===== config.mk =====
export PLATFORM = sky130hd
export DESIGN_NAME = selftest_launch
export DESIGN_NICKNAME = d
export VERILOG_FILES = /design/src/rtl/stl_pkg.sv /design/src/rtl/stl_skip_sel.sv /design/src/rtl/stl_collect.sv /design/src/rtl/stl_flags.sv /design/src/rtl/selftest_launch.sv
export SDC_FILE = /design/constraint.sdc
export NUM_CORES = 1
export LEC_CHECK = 0
export BUFFER_PORTS_ARGS = -buffer_cell sky130_fd_sc_hd__buf_2
export CORE_MARGIN = 1
export CORE_UTILIZATION = 39
export DETAILED_ROUTE_END_ITERATION = 10
export PLACE_DENSITY_LB_ADDON = 0.08
export SETUP_SLACK_MARGIN = 0.02
export SYNTH_ARGS = -nofsm -noshare
export SYNTH_HDL_FRONTEND = slang
export SYNTH_SLANG_ARGS = --single-unit

===== constraint.sdc =====
create_clock -name clk -period 1.15 [get_ports clk]
set_input_delay 0.2875 -clock clk [delete_from_list [all_inputs] [get_ports clk]]
set_output_delay 0.2875 -clock clk [all_outputs]
set_load 0.02 [all_outputs]

===== src/rtl/stl_pkg.sv =====
package stl_pkg;
  localparam int ENG_N      = 4;
  localparam int ENG_LOGIC  = 0;
  localparam int ENG_ANALOG = 1;
  localparam int ENG_CRC    = 2;
  localparam int ENG_VMON   = 3;
  localparam int PATH_W     = 2;

  typedef enum logic [PATH_W-1:0] {
    PATH_COLD  = 2'b00,
    PATH_WAKE  = 2'b01,
    PATH_RECOV = 2'b10,
    PATH_RSVD  = 2'b11
  } path_e;

  typedef enum logic {
    ST_IDLE = 1'b0,
    ST_RUN  = 1'b1
  } state_e;
endpackage


===== src/rtl/stl_skip_sel.sv =====
module stl_skip_sel
  import stl_pkg::*;
(
  input  logic [PATH_W-1:0] path,
  input  logic              runtime,
  input  logic              nvm_fast_boot,
  input  logic              sw_fast_test,
  input  logic              lbist_failed_before,
  input  logic              crc_en,
  input  logic              vmon_en,
  output logic [ENG_N-1:0]  sel
);
  logic run_logic;

  always_comb begin
    if (runtime) begin
      run_logic = 1'b1;
    end else begin
      case (path_e'(path))
        PATH_WAKE:  run_logic = !sw_fast_test;
        PATH_RECOV: run_logic = lbist_failed_before;
        default:    run_logic = !nvm_fast_boot;
      endcase
    end
  end

  always_comb begin
    sel             = '0;
    sel[ENG_LOGIC]  = run_logic;
    sel[ENG_ANALOG] = 1'b1;
    sel[ENG_CRC]    = crc_en;
    sel[ENG_VMON]   = vmon_en;
  end
endmodule


===== src/rtl/stl_collect.sv =====
module stl_collect
  import stl_pkg::*;
(
  input  logic             clk,
  input  logic             rst_n,
  input  logic             load,
  input  logic [ENG_N-1:0] sel,
  input  logic             active,
  input  logic [ENG_N-1:0] done,
  input  logic [ENG_N-1:0] pass,
  output logic             all_done,
  output logic             any_fail
);
  logic [ENG_N-1:0] pend_q, pend_d, hit;
  logic             fail_q, fail_d, new_fail;
  logic             en;

  always_comb begin
    hit      = pend_q & done;
    new_fail = |(hit & ~pass);
    all_done = active && ((pend_q & ~done) == '0);
    any_fail = fail_q | new_fail;
    en       = load | active;
    if (load) begin
      pend_d = sel;
      fail_d = 1'b0;
    end else begin
      pend_d = pend_q & ~done;
      fail_d = any_fail;
    end
  end

  always_ff @(posedge clk or negedge rst_n) begin
    if (!rst_n) begin
      pend_q <= '0;
      fail_q <= 1'b0;
    end else if (en) begin
      pend_q <= pend_d;
      fail_q <= fail_d;
    end
  end
endmodule


===== src/rtl/stl_flags.sv =====
module stl_flags (
  input  logic clk,
  input  logic rst_n,
  input  logic set_evt,
  input  logic set_fail,
  input  logic clr_pass,
  input  logic clr_fail,
  output logic flag_pass,
  output logic flag_fail
);
  logic set_p, set_f, pass_d, fail_d;

  always_comb begin
    set_p  = set_evt && !set_fail;
    set_f  = set_evt && set_fail;
    pass_d = set_p ? 1'b1 : (clr_pass ? 1'b0 : flag_pass);
    fail_d = set_f ? 1'b1 : (clr_fail ? 1'b0 : flag_fail);
  end

  always_ff @(posedge clk or negedge rst_n) begin
    if (!rst_n) begin
      flag_pass <= 1'b0;
      flag_fail <= 1'b0;
    end else begin
      flag_pass <= pass_d;
      flag_fail <= fail_d;
    end
  end
endmodule


===== src/rtl/selftest_launch.sv =====
module selftest_launch
  import stl_pkg::*;
(
  input  logic              clk,
  input  logic              rst_n,
  input  logic              boot_req,
  input  logic [PATH_W-1:0] entry_path,
  input  logic              nvm_fast_boot,
  input  logic              sw_fast_test,
  input  logic              lbist_failed_before,
  input  logic              crc_en,
  input  logic              vmon_en,
  input  logic              rt_req,
  input  logic [ENG_N-1:0]  eng_done,
  input  logic [ENG_N-1:0]  eng_pass,
  input  logic              clr_pass,
  input  logic              clr_fail,
  output logic [ENG_N-1:0]  eng_start,
  output logic              test_done,
  output logic              busy,
  output logic              if_ignore,
  output logic              flag_pass,
  output logic              flag_fail,
  output logic              int_n
);
  state_e           state_q, state_d;
  logic             rt_q, rt_d;
  logic [ENG_N-1:0] start_d, sel;
  logic             done_d, load, active, all_done, any_fail, finish;

  stl_skip_sel u_sel (
    .path               (entry_path),
    .runtime            (!boot_req),
    .nvm_fast_boot      (nvm_fast_boot),
    .sw_fast_test       (sw_fast_test),
    .lbist_failed_before(lbist_failed_before),
    .crc_en             (crc_en),
    .vmon_en            (vmon_en),
    .sel                (sel)
  );

  assign active = (state_q == ST_RUN);

  stl_collect u_col (
    .clk      (clk),
    .rst_n    (rst_n),
    .load     (load),
    .sel      (sel),
    .active   (active),
    .done     (eng_done),
    .pass     (eng_pass),
    .all_done (all_done),
    .any_fail (any_fail)
  );

  always_comb begin
    state_d = state_q;
    rt_d    = rt_q;
    load    = 1'b0;
    finish  = 1'b0;
    case (state_q)
      ST_IDLE: begin
        if (boot_req || rt_req) begin
          load    = 1'b1;
          rt_d    = !boot_req;
          state_d = ST_RUN;
        end
      end
      default: begin
        if (all_done) begin
          finish  = 1'b1;
          rt_d    = 1'b0;
          state_d = ST_IDLE;
        end
      end
    endcase
    start_d = load ? sel : '0;
    done_d  = finish;
  end

  always_ff @(posedge clk or negedge rst_n) begin
    if (!rst_n) begin
      state_q   <= ST_IDLE;
      rt_q      <= 1'b0;
      eng_start <= '0;
      test_done <= 1'b0;
    end else begin
      state_q   <= state_d;
      rt_q      <= rt_d;
      eng_start <= start_d;
      test_done <= done_d;
    end
  end

  stl_flags u_flags (
    .clk      (clk),
    .rst_n    (rst_n),
    .set_evt  (finish),
    .set_fail (any_fail),
    .clr_pass (clr_pass),
    .clr_fail (clr_fail),
    .flag_pass(flag_pass),
    .flag_fail(flag_fail)
  );

  assign busy      = active;
  assign if_ignore = active && rt_q;
  assign int_n     = !(flag_pass || flag_fail);
endmodule


### Word-level counts from Yosys, hierarchy flattened

Index checks and enable logic that the tools add are counted.

| operators by class | value |
|---|---|
| equality and inequality tests | 3 |
| mux-type cells | 18 |
| bitwise gates (word level) | 7 |
| reductions and logical operators | 17 |

Operators with widths:

| cell | number |
|---|---|
| $mux W1 | 15 |
| $and A4 B4 Y4 | 3 |
| $mux W4 | 2 |
| $not A4 Y4 | 2 |
| $reduce_bool A2 Y1 | 3 |
| $logic_not A1 Y1 | 5 |
| $logic_and A1 B1 Y1 | 4 |
| $logic_not A4 Y1 | 1 |
| $reduce_or A4 Y1 | 1 |
| $eq A2 B1 Y1 const B | 1 |
| $eq A2 B2 Y1 const B | 1 |
| $logic_or A1 B1 Y1 | 2 |
| $ne A2 B1 Y1 const B | 1 |
| $or A1 B1 Y1 | 2 |
| $pmux W1 S2 | 1 |
| $reduce_and A2 Y1 | 1 |

| word-level totals | value |
|---|---|
| bits in registers | 14 |
| word-level logic and storage cells | 53 |

### Depth between registers and ports, before layout

| logic depth | value |
|---|---|
| depth after elaboration | 8 |
| depth in mapped cells | 5 |

### Hierarchy

Synthesis repeated with hierarchy kept, for this count alone.

| second synthesis, totals | value |
|---|---|
| cell total of the unflattened synthesis | 81 |
| area, all modules | 735.7 µm² |

Modules (own cells, without submodules):

| module | instances | cells each | area an instance (µm²) | seq. area each (µm²) |
|---|---|---|---|---|
| stl_collect | 1 | 38 | 289.0 | 125.1 |
| selftest_launch | 1 | 21 | 269.0 | 175.2 |
| stl_skip_sel | 1 | 14 | 95.1 | 0.0 |
| stl_flags | 1 | 8 | 82.6 | 50.0 |

### Least setup slack after synthesis

Ideal clock, no wire load.

| timing path | value |
|---|---|
| path kind | reg2reg |
| start | register state_q (netlist: busy) |
| end | register rt_q |
| library setup time | 0.122 ns |
| arrival time | 1.311 ns |
| data required time | 1.028 ns |
| path slack | -0.283 ns |
| stages on the path, launching flop included | 5 |
| buffers on the path | 0 |
| clock period less this slack | 1.433 ns |
| path through | dfrtp_1 > o21ai_1 > or4_4 > clkinv_2 > o21ai_1 |

| on the way | value |
|---|---|
| cells in the longest elaborated chain, start to end | 3 |

Ends and longest elaborated chain:

| element | RTL line | text |
|---|---|---|
| from (decl) | selftest_launch.sv:26 | `state_e state_q, state_d;` |
| from (signal assigned) | selftest_launch.sv:88 | `state_q <= state_d;` |
| $logic_and A1 B1 Y1 | stl_collect.sv:21 | `all_done = active && ((pend_q & ~done) == '0);` |
| $ne A2 B1 Y1 (no source line) | - |  |
| $reduce_and A2 Y1 (no source line) | - |  |
| to (signal assigned) | selftest_launch.sv:89 | `rt_q <= rt_d;` |
| to (decl) | selftest_launch.sv:27 | `logic rt_q, rt_d;` |

Several ways; a longest one is shown, not always the timed one.
A chain may end at the register's enable or synchronous reset.

### Final worst setup path

| timing path | value |
|---|---|
| start | register u_col.pend_q[0] |
| end | register rt_q |

| on the way | value |
|---|---|
| cells in the longest elaborated chain, start to end | 5 |

Ends and longest elaborated chain:

| element | RTL line | text |
|---|---|---|
| from (decl) | stl_collect.sv:14 | `logic [ENG_N-1:0] pend_q, pend_d, hit;` |
| from (signal assigned) | stl_collect.sv:38 | `pend_q <= pend_d;` |
| $and A4 B4 Y4 | stl_collect.sv:21 |  |
| $logic_not A4 Y1 | stl_collect.sv:21 |  |
| $logic_and A1 B1 Y1 | stl_collect.sv:21 |  |
| $ne A2 B1 Y1 (no source line) | - |  |
| $reduce_and A2 Y1 (no source line) | - |  |

No other way between the ends.

==> flow_metrics.py <==
metrics = {
    "final_layout": {
        "drive_above_1_share": 0.5045,
        "antenna_cells": 0,
        "syn_to_final_growth_pct": 54.17,
        "layout.nets": 135,
    },
    "power": {
        "ir_drop_v": 0.001025,
        "pwr-share-seq": 0.341,
        "p_leak_nw": 0.5321,
        "switching_power_uw": 864.6,
        "p_per_area_nw_per_um2": 2352,
        "p_int_mw": 1.472,
        "p_sw_frac": 0.3701,
        "power.share.combinational": 0.536,
        "power_frac_clock": 0.123,
    },
    "min_path": {
        "hold_depth": 2,
        "hp-class": "in -> reg",
    },
    "worst_setup_path": {
        "reg2regPathDepth": 4,
        "path_max_fanout": 4,
        "critical_path_class": "reg -> reg",
        "endpoint_kind": "register",
        "worstPathRequired_ps": 1320,
        "cp-start-kind": "register",
        "cp.arrival_ps": 1470,
    },
    "clock_network": {
        "numCtsBuffers": 3,
        "cts_tree": "built",
        "cts_sinks": 14,
        "htree_levels": 1,
        "clock-root-buffer": "clkbuf_4",
        "clockBufferDepth": 2,
        "worstSkewPairLatency_ps": 270,
        "clk_pin_slew_worst_paths_ps": 80,
    },
    "routing": {
        "via_per_inst": 4.717,
        "met3_length_um": 69,
        "dr_wl_met2_um": 646,
        "dr.pass1.iters": 2,
        "ant_nets": 0,
        "vias": 599,
        "wl_met1_um": 584,
        "drt_first_iter_violations": 7,
        "finalWirelength_um": 1307,
        "top_layer_used": "met4",
        "drc": 0,
        "wl_per_cell_um": 10.29,
    },
    "job": {
        "maxCapViolCount": 0,
    },
    "grt": {
        "antenna_found_initial": 0,
        "grt_max_degree": 15,
        "track_usage": 0.1607,
        "overflow": 0,
        "grt_pass1_vias": 555,
        "grt_pass1_wl_um": 2159,
    },
    "die": {
        "fp-row-count": 14,
        "fp.dieW_um": 42.65,
        "die_h_um": 42.65,
        "coreArea_um2": 1524,
        "boundaryPins": 31,
        "dieArea_um2": 1819,
        "start_util": 0.4228,
    },
    "outcome": {
        "status": "finished, violations left",
        "violations": "negative setup slack",
    },
    "timing": {
        "final_hold_viol_count": 0,
        "period_share": 1.133,
        "setup_slack_ps": -153.0,
        "period_needed_ps": 1303,
        "rsz0062_at_grt": "true",
        "maxSlewHeadroom": 0.7943,
        "finalSetupViolations": 8,
        "worst_pin_slew_ps": 308.6,
        "skew_ps": 1.927,
        "fin_tns_setup_ps": -900.7,
        "drv_slew": 0,
        "fmax_mhz": 767.5,
    },
    "logic_synthesis": {
        "yosysSeqAreaShare": 0.5437,
        "ys.warnings.count": 0,
        "avgSynthCellArea_um2": 9.763,
        "syn_inst": 66,
        "synth.net_count": 89,
        "synth_seq_cells": 14,
        "synth_area_um2": 644.4,
        "ys_types": 22,
    },
    "placed_design": {
        "hpwl_um": 1008,
        "gp_congestion": 0.7706,
        "post-place-ws_ps": -135.6,
        "port_buffers": 30,
    },
}
## cell families after synthesis
family          count (synthesis)  share of synthesized area
mux                             1                    0.01553
simple gates                   27                     0.2058
buf+inv                         8                    0.04854
compound gates                 14                     0.1476
flops                          14                     0.5437
fa+ha+maj                       2                    0.03883
## flip-flops by register name, summed over array words and instances (netlist names)
signal / flops
eng_start: 4
u_col.pend_q: 4
busy: 1
rt_q: 1
test_done: 1
u_col.fail_q: 1
u_flags.flag_fail: 1
u_flags.flag_pass: 1
## routing by layer
metal  vias up  GRT usage
li1        313          -
met1       266     0.2044
met2        18     0.2545
met3         2    0.05172
met4         0    0.05625
met5         -          0
## layout by cell type (no fill, tap or decap), types with 2 or more instances in the layout
master,n
nand2_2,2
nor2_1,6
nand2_1,6
buf_4,10
dfrtp_1,13
clkbuf_4,3
inv_1,6
ha_1,2
nand3_1,2
o21ai_0,5
nor2b_1,3
and2_1,2
buf_2,25
buf_6,5
## cell type report
type                            count  area (um2)
Tap cell                           16       20.02
Multi-Input combinational cell     44       294.0
Fill cell                         132       530.5
Clock buffer                        4       26.28
Timing Repair Buffer               41       266.5
Sequential cell                    14       351.6
Inverter                            8       35.03
## through the flow
step           instances  cell area (um2)  power [mW]  hold WS (ps)  utilization
6_report             127            993.5       2.336         197.7       0.6519
4_1_cts              127            973.4       2.297         187.6       0.6388
3_3_place_gp         120            889.6       1.849         197.5       0.5837
2_1_floorplan         66            659.4       1.418        -8.091            -
3_5_place_dp         120            889.6       1.858         196.3       0.5837
5_1_grt              127            993.5       2.484         193.9       0.6519
## worst paths after layout
| path | slack, ps | startpoint | to |
|---|---|---|---|
| max in group asynchronous | 470 | rst_n | busy |
| worst min register to register | 530 | rt_q | rt_q |
| min in group asynchronous | 430 | rst_n | test_done |
| worst max-delay path | -150 | u_col.pend_q[0] | rt_q |
| worst min-delay path | 200 | clr_fail | u_flags.flag_fail |
| worst max register to register | -150 | u_col.pend_q[0] | rt_q |
## Yosys cell counts
library cell / count / share of area
a21boi_0: 1 / 0.012
a21o_1: 1 / 0.012
o22ai_1: 2 / 0.019
nor2_1: 7 / 0.041
a31oi_1: 1 / 0.0097
and2_1: 3 / 0.029
nor2b_1: 3 / 0.029
nand3_1: 2 / 0.016
ha_1: 2 / 0.039
o21ai_1: 2 / 0.016
dfrtp_1: 14 / 0.54
o21ai_0: 5 / 0.039
mux2i_1: 1 / 0.016
clkinv_2: 1 / 0.0078
nor4_1: 1 / 0.0097
nand2_1: 8 / 0.047
or4_4: 1 / 0.017
a22o_4: 1 / 0.027
inv_1: 7 / 0.041
a221oi_1: 1 / 0.014
nand2b_1: 1 / 0.0097
nor3_1: 1 / 0.0078
## worst max-delay path, cell delays in order, from the launching register on
cell and delay, ps:
dfrtp_1 380, nor2b_1 130, or4_4 560, clkinv_4 80
o21ai_1 50
## timing repair
action	in CTS	in global routing
pin swaps	2	0
resized for setup	10	7
hold buffers	1	0
setup endpoints to repair	11	13
buffers inserted	2	0
hold endpoints to repair	14	0
## power groups by stage
stage | clock network [mW] | registers (mW) | logic [mW]
after floorplan | 0 | 0.944 | 0.474
after global placement | 0 | 0.796 | 1.05
after detailed placement | 0 | 0.801 | 1.06
after CTS | 0.295 | 0.791 | 1.21
after global routing | 0.313 | 0.820 | 1.35
final | 0.287 | 0.797 | 1.25
Note: power is estimated with default switching activity, not from simulation.
